--- config.mk ---
export PLATFORM = sky130hd
export DESIGN_NAME = bm_dma_regs
export DESIGN_NICKNAME = d
export VERILOG_FILES = /design/src/rtl/bm_dma_pkg.sv /design/src/rtl/bm_cmd_ctrl.sv /design/src/rtl/bm_status_bits.sv /design/src/rtl/bm_base_reg.sv /design/src/rtl/bm_dma_regs.sv
export SDC_FILE = /design/constraint.sdc
export NUM_CORES = 1
export LEC_CHECK = 0
export BUFFER_PORTS_ARGS = -buffer_cell sky130_fd_sc_hd__buf_2
export CAP_MARGIN = 0
export CELL_PAD_IN_SITES_DETAIL_PLACEMENT = 1
export CELL_PAD_IN_SITES_GLOBAL_PLACEMENT = 2
export CORE_MARGIN = 2
export CORE_UTILIZATION = 30
export CTS_BUF_LIST = sky130_fd_sc_hd__clkbuf_4 sky130_fd_sc_hd__clkbuf_8
export DETAILED_ROUTE_END_ITERATION = 8
export PLACE_DENSITY_LB_ADDON = 0.1
export SLEW_MARGIN = 20
export SYNTH_ARGS = -nofsm -noshare
export SYNTH_HDL_FRONTEND = slang
export SYNTH_SLANG_ARGS = --single-unit
--- constraint.sdc ---
create_clock -name clk_i -period 2.1 [get_ports clk_i]
set_input_delay 0.21 -clock clk_i [delete_from_list [all_inputs] [get_ports clk_i]]
set_output_delay 0.21 -clock clk_i [all_outputs]
set_load 0.005 [all_outputs]
--- src/rtl/bm_dma_pkg.sv ---
package bm_dma_pkg;
  localparam int unsigned OFF_W = 3;
  localparam logic [OFF_W-1:0] OFF_CMD = 3'd0;
  localparam logic [OFF_W-1:0] OFF_STS = 3'd2;

  localparam int unsigned CMD_RUN = 0;
  localparam int unsigned CMD_DIR = 3;
  localparam logic [7:0] CMD_KEEP = 8'h09;

  localparam int unsigned STS_ACT = 0;
  localparam int unsigned STS_ERR = 1;
  localparam int unsigned STS_INT = 2;

  typedef enum logic [1:0] {
    SZ_BYTE = 2'd0,
    SZ_HALF = 2'd1,
    SZ_WORD = 2'd2
  } acc_size_e;
endpackage

--- src/rtl/bm_cmd_ctrl.sv ---
module bm_cmd_ctrl
  import bm_dma_pkg::*;
(
  input  logic       clk_i,
  input  logic       rst_ni,
  input  logic       wr_i,
  input  logic [7:0] wdata_i,
  input  logic       done_i,
  output logic [7:0] cmd_o,
  output logic       active_o,
  output logic       start_pulse_o,
  output logic       reload_o
);
  logic [7:0] cmd_q;
  logic       active_q, start_q, reload_q;
  logic       run_rise;

  // only an actual change of the run bit counts
  assign run_rise = wr_i && wdata_i[CMD_RUN] && !cmd_q[CMD_RUN];

  always_ff @(posedge clk_i or negedge rst_ni) begin
    if (!rst_ni) begin
      cmd_q    <= '0;
      active_q <= 1'b0;
      start_q  <= 1'b0;
      reload_q <= 1'b0;
    end else begin
      if (wr_i) cmd_q <= wdata_i & CMD_KEEP;
      reload_q <= run_rise;
      start_q  <= run_rise && !active_q;
      // a falling run bit never clears busy: wait for the walker
      if (run_rise && !active_q) active_q <= 1'b1;
      else if (done_i)           active_q <= 1'b0;
    end
  end

  assign cmd_o         = cmd_q;
  assign active_o      = active_q;
  assign start_pulse_o = start_q;
  assign reload_o      = reload_q;
endmodule

--- src/rtl/bm_status_bits.sv ---
module bm_status_bits
  import bm_dma_pkg::*;
(
  input  logic       clk_i,
  input  logic       rst_ni,
  input  logic       wr_i,
  input  logic [7:0] wdata_i,
  input  logic       active_i,
  input  logic       err_set_i,
  input  logic       irq_set_i,
  output logic [7:0] sts_o
);
  logic err_q, int_q;

  // set sources win over write-one-to-clear
  always_ff @(posedge clk_i or negedge rst_ni) begin
    if (!rst_ni) begin
      err_q <= 1'b0;
      int_q <= 1'b0;
    end else begin
      err_q <= err_set_i || (err_q && !(wr_i && wdata_i[STS_ERR]));
      int_q <= irq_set_i || (int_q && !(wr_i && wdata_i[STS_INT]));
    end
  end

  always_comb begin
    sts_o          = '0;
    sts_o[STS_ACT] = active_i;
    sts_o[STS_ERR] = err_q;
    sts_o[STS_INT] = int_q;
  end
endmodule

--- src/rtl/bm_base_reg.sv ---
module bm_base_reg
  import bm_dma_pkg::*;
#(
  parameter int unsigned DATA_W     = 32,
  parameter int unsigned ALIGN_BITS = 2
) (
  input  logic              clk_i,
  input  logic              rst_ni,
  input  logic              wr_i,
  input  logic [$clog2(DATA_W/8)-1:0] lane_off_i,
  input  logic [1:0]        size_i,
  input  logic [DATA_W-1:0] wdata_i,
  output logic [DATA_W-1:0] base_o,
  output logic [DATA_W-1:0] rdata_o
);
  localparam int unsigned LANES  = DATA_W / 8;
  localparam int unsigned LANE_W = $clog2(LANES);
  localparam int unsigned SH_W   = LANE_W + 3;

  logic [DATA_W-1:0] base_q, wmask, wdata_sh, mask_sh;
  logic [SH_W-1:0]   shift;

  always_comb begin
    wmask = '0;
    unique case (size_i)
      SZ_BYTE: wmask[7:0]  = '1;
      SZ_HALF: wmask[15:0] = '1;
      default: wmask       = '1;
    endcase
    shift    = {lane_off_i, 3'b000};
    wdata_sh = (wdata_i & wmask) << shift;
    mask_sh  = wmask << shift;
    rdata_o  = (base_q >> shift) & wmask;
  end

  for (genvar l = 0; l < LANES; l++) begin : g_lane
    logic [7:0] lane_d;
    if (l == 0) begin : g_low
      assign lane_d = {wdata_sh[7:ALIGN_BITS], {ALIGN_BITS{1'b0}}};
    end else begin : g_hi
      assign lane_d = wdata_sh[8*l +: 8];
    end
    always_ff @(posedge clk_i or negedge rst_ni) begin
      if (!rst_ni)                   base_q[8*l +: 8] <= '0;
      else if (wr_i && mask_sh[8*l]) base_q[8*l +: 8] <= lane_d;
    end
  end

  assign base_o = base_q;
endmodule

--- src/rtl/bm_dma_regs.sv ---
module bm_dma_regs
  import bm_dma_pkg::*;
#(
  parameter int unsigned DATA_W = 32
) (
  input  logic              clk_i,
  input  logic              rst_ni,
  input  logic              acc_en_i,
  input  logic              acc_we_i,
  input  logic [2:0]        acc_off_i,
  input  logic [1:0]        acc_size_i,
  input  logic [DATA_W-1:0] acc_wdata_i,
  output logic [DATA_W-1:0] acc_rdata_o,
  input  logic              done_i,
  input  logic              err_i,
  input  logic              irq_i,
  output logic              irq_o,
  output logic              start_pulse_o,
  output logic              reload_o,
  output logic [DATA_W-1:0] table_base_o,
  output logic              dir_o,
  output logic              active_o
);
  localparam int unsigned LANE_W = $clog2(DATA_W / 8);

  logic       wr, cmd_wr, sts_wr, base_wr, in_base;
  logic [7:0] cmd_q, sts_q;
  logic [DATA_W-1:0] base_rd;

  assign wr      = acc_en_i && acc_we_i;
  assign in_base = acc_off_i[2];
  assign cmd_wr  = wr && (acc_off_i == OFF_CMD);
  assign sts_wr  = wr && (acc_off_i == OFF_STS);
  assign base_wr = wr && in_base;

  bm_cmd_ctrl u_cmd (
    .clk_i, .rst_ni,
    .wr_i          (cmd_wr),
    .wdata_i       (acc_wdata_i[7:0]),
    .done_i,
    .cmd_o         (cmd_q),
    .active_o,
    .start_pulse_o,
    .reload_o
  );

  bm_status_bits u_sts (
    .clk_i, .rst_ni,
    .wr_i      (sts_wr),
    .wdata_i   (acc_wdata_i[7:0]),
    .active_i  (active_o),
    .err_set_i (err_i),
    .irq_set_i (irq_i),
    .sts_o     (sts_q)
  );

  bm_base_reg #(.DATA_W(DATA_W)) u_base (
    .clk_i, .rst_ni,
    .wr_i       (base_wr),
    .lane_off_i (acc_off_i[LANE_W-1:0]),
    .size_i     (acc_size_i),
    .wdata_i    (acc_wdata_i),
    .base_o     (table_base_o),
    .rdata_o    (base_rd)
  );

  always_comb begin
    acc_rdata_o = '0;
    if (in_base)                    acc_rdata_o = base_rd;
    else if (acc_off_i == OFF_CMD)  acc_rdata_o[7:0] = cmd_q;
    else if (acc_off_i == OFF_STS)  acc_rdata_o[7:0] = sts_q;
  end

  assign dir_o = cmd_q[CMD_DIR];
  assign irq_o = irq_i;
endmodule

# Word-level counts from Yosys, hierarchy flattened
# Index checks and enable logic that the tools add are counted.
# W data, S select, Z words.
dict set report word_totals {
  inputBits 44
  wordCells 50
  reg_bits 37
}
dict set report op_classes {
  reduce_logical 25
  shifts 3
  bitwise 2
  mux 8
  eq_ne 2
}
# operator count
set op_table {}
lappend op_table {{$and A32 B32 Y32} 2}
lappend op_table {{$shl A32 B5 Y25} 1}
lappend op_table {{$shl A32 B5 Y32} 1}
lappend op_table {{$shr A32 B5 Y32} 1}
lappend op_table {{$mux W24} 1}
lappend op_table {{$mux W16} 1}
lappend op_table {{$mux W8} 2}
lappend op_table {{$logic_and A1 B1 Y1} 15}
lappend op_table {{$logic_not A1 Y1} 4}
lappend op_table {{$mux W4} 1}
lappend op_table {{$eq A3 B2 Y1 const B} 1}
lappend op_table {{$logic_not A3 Y1} 1}
lappend op_table {{$mux W3} 1}
lappend op_table {{$eq A2 B1 Y1 const B} 1}
lappend op_table {{$logic_not A2 Y1} 1}
lappend op_table {{$logic_or A1 B1 Y1} 2}
lappend op_table {{$mux W1} 2}
lappend op_table {{$reduce_bool A2 Y1} 1}
lappend op_table {{$reduce_or A2 Y1} 1}

# Longest topological paths before layout
dict set report logic_depth {
  depth_word 6
  depth_mapped 6
  mapped_depth_nobuf 4
}

# Hierarchy
# Synthesis repeated with hierarchy kept, for this count alone.
dict set report hier_totals {
  cells_unflattened 353
  area_unflattened_um2 3051.7
}
# module n_inst cells_per_inst area_each_um2
set modules_own_cells {}
lappend modules_own_cells {bm_base_reg 1 258 2314.7}
lappend modules_own_cells {bm_dma_regs 1 60 372.9}
lappend modules_own_cells {bm_cmd_ctrl 1 20 227.7}
lappend modules_own_cells {bm_status_bits 1 15 136.4}

# Least setup slack after synthesis
# Ideal clock, no wire load.
dict set report synth_path {
  path_type {input port to output port}
  startpoint {in acc_off_i[1]}
  endpoint {out acc_rdata_o[4]}
  cell_stages 4
  path_buffers 2
  t_arrival_ns 1.133
  setup_slack_ns 0.757
  cell_sequence {buf_4 buf_4 mux2_2 o211a_1}
}
dict set report synth_between {
  elab_chain_len 3
}
# item line
set synth_rtl {}
lappend synth_rtl {{start, declared} bm_dma_regs.sv:10} ;# input logic [2:0] acc_off_i,
lappend synth_rtl {{$shr A32 B5 Y32} bm_base_reg.sv:33} ;# rdata_o = (base_q >> shift) & wmask;
lappend synth_rtl {{$and A32 B32 Y32} bm_base_reg.sv:33}
lappend synth_rtl {{$mux W8} bm_dma_regs.sv:69} ;# if (in_base) acc_rdata_o = base_rd;
lappend synth_rtl {{end, declared} bm_dma_regs.sv:13} ;# output logic [DATA_W-1:0] acc_rdata_o,
# No other way between the ends.

# Final worst setup path
dict set report layout_path {
  startpoint {reg u_base.base_q[25] (netlist: u_base.base_o[25])}
  endpoint {out acc_rdata_o[1]}
}
dict set report layout_between {
  elab_chain_len 3
}
# item line
set layout_rtl {}
lappend layout_rtl {{start, declared} bm_base_reg.sv:20} ;# logic [DATA_W-1:0] base_q, wmask, wdata_sh, mask_sh;
lappend layout_rtl {{start signal, assigned by index} bm_base_reg.sv:45} ;# else if (wr_i && mask_sh[8*l]) base_q[8*l +: 8] <= lane_d;
lappend layout_rtl {{$shr A32 B5 Y32} bm_base_reg.sv:33}
lappend layout_rtl {{$and A32 B32 Y32} bm_base_reg.sv:33}
lappend layout_rtl {{$mux W8} bm_dma_regs.sv:69}
# No other way between the ends.

==> results.md <==
- The run finished with clean final reports.
- Setup violations remaining at the end of the flow were counted as 0.
- The wire length per cell after detailed routing is 20.07 µm.
- Setup repair after global routing left no endpoint under its margin.
- In the global route stage, overall resource usage came out at 21.20%.
- Hold repair after CTS inserted 0 buffers.
- The number of global-route vias before repair came to 2651.
- The floorplan step set the die height to 97.07 µm.
- The clock period could shrink to 1.807 ns.
- In this run, the number of DRC markers left after iteration 0 of detailed routing was 81.
- The placer's final routability congestion estimate is 0.8018.
- In this run the remaining antenna-violating nets after routing total 0.
- Clock tree synthesis inserted a total of 5 buffers.
- For this run, the top clock speed supported by timing is 553.4 MHz.
- The synthesized netlist devotes 19.79% of its cell area to simple gates.
- The initial antenna violation count came to 0.
- After technology mapping, the gate count stands at 278.
- The clock sink count is 37.
- The worst pin sits at a relative slew slack of 39.37%.
- The clock latency reported for the late side of the worst-skew pair is 0.30 ns.
- The worst-case vdd ir drop is 265.6 µV.
- The post-synthesis cell type count is 42.
- The synthesized netlist devotes 21.95% of its cell area to compound gates.
- Each instance of the synthesized netlist takes up on average 9.348 µm².
- Compared with the post-synthesis result, the final layout area differs by 29.22%.
- The count of final max-slew check failures came to 0.
- The finished cells cover 3358 µm².
- The initial core utilization is 31.31%.
- After filler insertion, the fill cell instance count of the layout stands at 1026.
- TritonCTS built the clock tree.
- The actual transition at the worst max-transition pin is 0.9095 ns.
- The share of the cycle needed by the critical path after routing is 86.05%.
- Summed over all failing endpoints, the final setup total negative slack is 0 ns.
- The type of origin of the critical path is a flip-flop.
- For this run, design rule violations remaining after detail routing come to 0.
- Of the post-synthesis cell area, the part taken by muxes is 16.23%.
- Input and output buffers added on the ports amount to 110.
- nor2_1 is the most common cell in the netlist.
- The die is 97.07 µm wide.
- The largest total area in the synthesized netlist belongs to dfrtp_1.
- The floorplan has 33 rows.
- The floorplan core area is 8299 µm².
- The synthesis warning total is 0.
- The data required time at the worst endpoint is 1.89 ns.
- The H-tree was split into 2 levels.
- The worst-case hold slack is 0.02422 ns.
- The cell area that synthesis handed to floorplanning was 2599 µm².
- In this run the power density over the cells is 721.7 nW/µm².
- The synthesized-area fraction occupied by adder cells is 0%.
- The flop and latch count out of synthesis is 37.
- After clock tree synthesis, the clock-pin slew on the worst setup and hold paths is 0.08 ns.
- The number of gates resized after CTS was 0.
- The first global-routing pass estimated 15640 µm of wire.
- In this run the post-CTS setup repair buffer count came out at 0.
- The deepest clock path buffer count is 2.
- The tree is rooted in a clkbuf_8.
- The number of antenna diodes in the final layout is 0.
- The predominant post-synthesis flop cell is dfrtp_1.
- The highest fanout seen on the critical path is 6.
- The total I/O pin count is 113.
- For this run the aggregate overflow at the end of global routing stands at 0.
- In the synthesized netlist the async set-or-reset flop fraction comes to 100.0%.
- The setup path with the least slack is of type reg -> out.
- Dividing the detail-routed via count by the number of cells gives 5.311.
- The synthesized-area fraction occupied by xor and xnor cells is 0%.
- For this block, the routed nets add up to 9876 µm of wire.
- The total number of vias is 2613.
- Counting instances in the post-synthesis netlist gives the leading cell types as 40 x nor2_1, 37 x dfrtp_1, 23 x mux2i_1, 21 x nand2_1.
- The final clock skew is 0.006194 ns.
- The number of flops mapped to enable cells by yosys is 0.
- The leakage power summed over all cells is 0.001731 µW.
- The worst hold path class is in -> async.
- Of the cells placed in the final design, the portion with a size suffix greater than 1 is 43.15%.
- The arrival time at the worst endpoint is 1.60 ns.
- Entering global routing, the biggest net connects 38 pins.
- The count of nets after finishing is 430.
- The sequential fraction of the synthesis area is 35.63%.
- The number of violations of the max-capacitance limit is 0.
- Ranked by total cell area, the synthesized netlist is headed by dfrtp_1 36%, mux2i_1 8.9%, mux2_2 7.4%, nor2_1 5.8%, and3_1 4.1%.
- The die covers 9423 µm².
- For this run, the detailed router's first-pass iteration total came to 5.
- The number of failing hold endpoints at the final stage is 0.
- The total half-perimeter wirelength after legalization and detailed placement is 7431 µm.
- The synthesized design devotes to its leading area cell type 35.63% of total area.
- The sort of element at the end of the critical path is an output port.
- The dominant combinational cell family by area after synthesis is compound AO/OA/AOI/OAI gates.
- The standard cell area after detailed placement is 3238 µm².
[power breakdown]
part	total, µW	leakage (µW)	switching (µW)	internal (µW)
registers	996	0.000455	155	841
clock network	679	0.0000619	278	401
logic	749	0.00121	374	374
total	2420	0.00173	807	1620
[cell type report]
type / count / area [µm²] / share of cell area, %
clock buffer: 7 / 90.09 / 2.683
multi-input combinational: 216 / 1514 / 45.08
sequential: 37 / 925.9 / 27.57
inverter: 1 / 3.754 / 0.1118
clock inverter: 1 / 30.03 / 0.8942
timing repair buffer: 125 / 663.1 / 19.75
tap: 105 / 131.4 / 3.912
[kinds of logic after synthesis]
logic type,after synthesis
AOI/OAI and AO/OA,75
buffers and inverters,26
other,1
DFF,37
and+or+nand+nor,99
muxes,40
[registers in the layout, summed over array words and instances (netlist names)]
name / count
u_sts.err_q: 1
u_cmd.active_o: 1
u_base.base_o: 30
u_sts.int_q: 1
u_cmd.start_pulse_o: 1
u_cmd.cmd_o: 2
u_cmd.reload_o: 1
[worst paths after layout]
kind | from | to | slack [ns] | cells past startpoint
min in group clk_i | done_i | u_cmd.active_o | 0.09 | 2
worst min-delay path | rst_ni | u_sts.err_q | 0.02 | 1
max in group asynchronous | rst_ni | u_base.base_o[3] | 1.49 | 1
worst max register to register | u_base.base_o[29] | u_base.base_o[29] | 1.03 | 3
worst max-delay path | u_base.base_o[25] | acc_rdata_o[1] | 0.29 | 4
worst min register to register | u_sts.int_q | u_sts.int_q | 0.48 | 1
[through the flow]
stage               total power, µW  cells  util, %  setup WS (ns)
floorplan                      1394    279        -         0.7573
global placement               1755    484    39.02         0.3092
detailed placement             1767    484    39.02         0.2920
CTS                            2446    492    40.46         0.2895
global route                   2566    492    40.46         0.2281
finish                         2424    492    40.46         0.2930
[layer usage]
layer	vias up	track usage, %	wire length, µm
met5	-	0	0
met4	0	5.092	130
met3	8	2.590	418
met2	76	33.44	4430
met1	1283	30.96	4896
li1	1246	-	-
[critical path, cell delays in order (launching register included)]
cell and delay, ns:
dfrtp_1 0.45, mux2_2 0.29, a22o_1 0.23, a32o_1 0.20, buf_2 0.13
[cells in the final DEF, fill, tap and decap left out, types with 2 or more instances in the layout]
| master | count |
|---|---|
| o211ai_1 | 2 |
| a31oi_1 | 8 |
| nor2b_1 | 3 |
| a221oi_1 | 8 |
| nand3_1 | 8 |
| o221a_1 | 4 |
| mux2i_1 | 23 |
| and3_1 | 17 |
| o211a_1 | 4 |
| o21ai_1 | 7 |
| nor3_4 | 2 |
| o21ai_0 | 2 |
| a22o_1 | 3 |
| o21ai_2 | 2 |
| a22oi_1 | 8 |
| nor2_1 | 40 |
| buf_4 | 15 |
| nand2_1 | 21 |
| dfrtp_1 | 37 |
| clkbuf_8 | 6 |
| a21oi_2 | 2 |
| a21oi_1 | 14 |
| o221a_2 | 4 |
| mux2_2 | 17 |
| a21o_1 | 2 |
| conb_1 | 2 |
| buf_2 | 110 |
(Power assumes the default switching activity.)
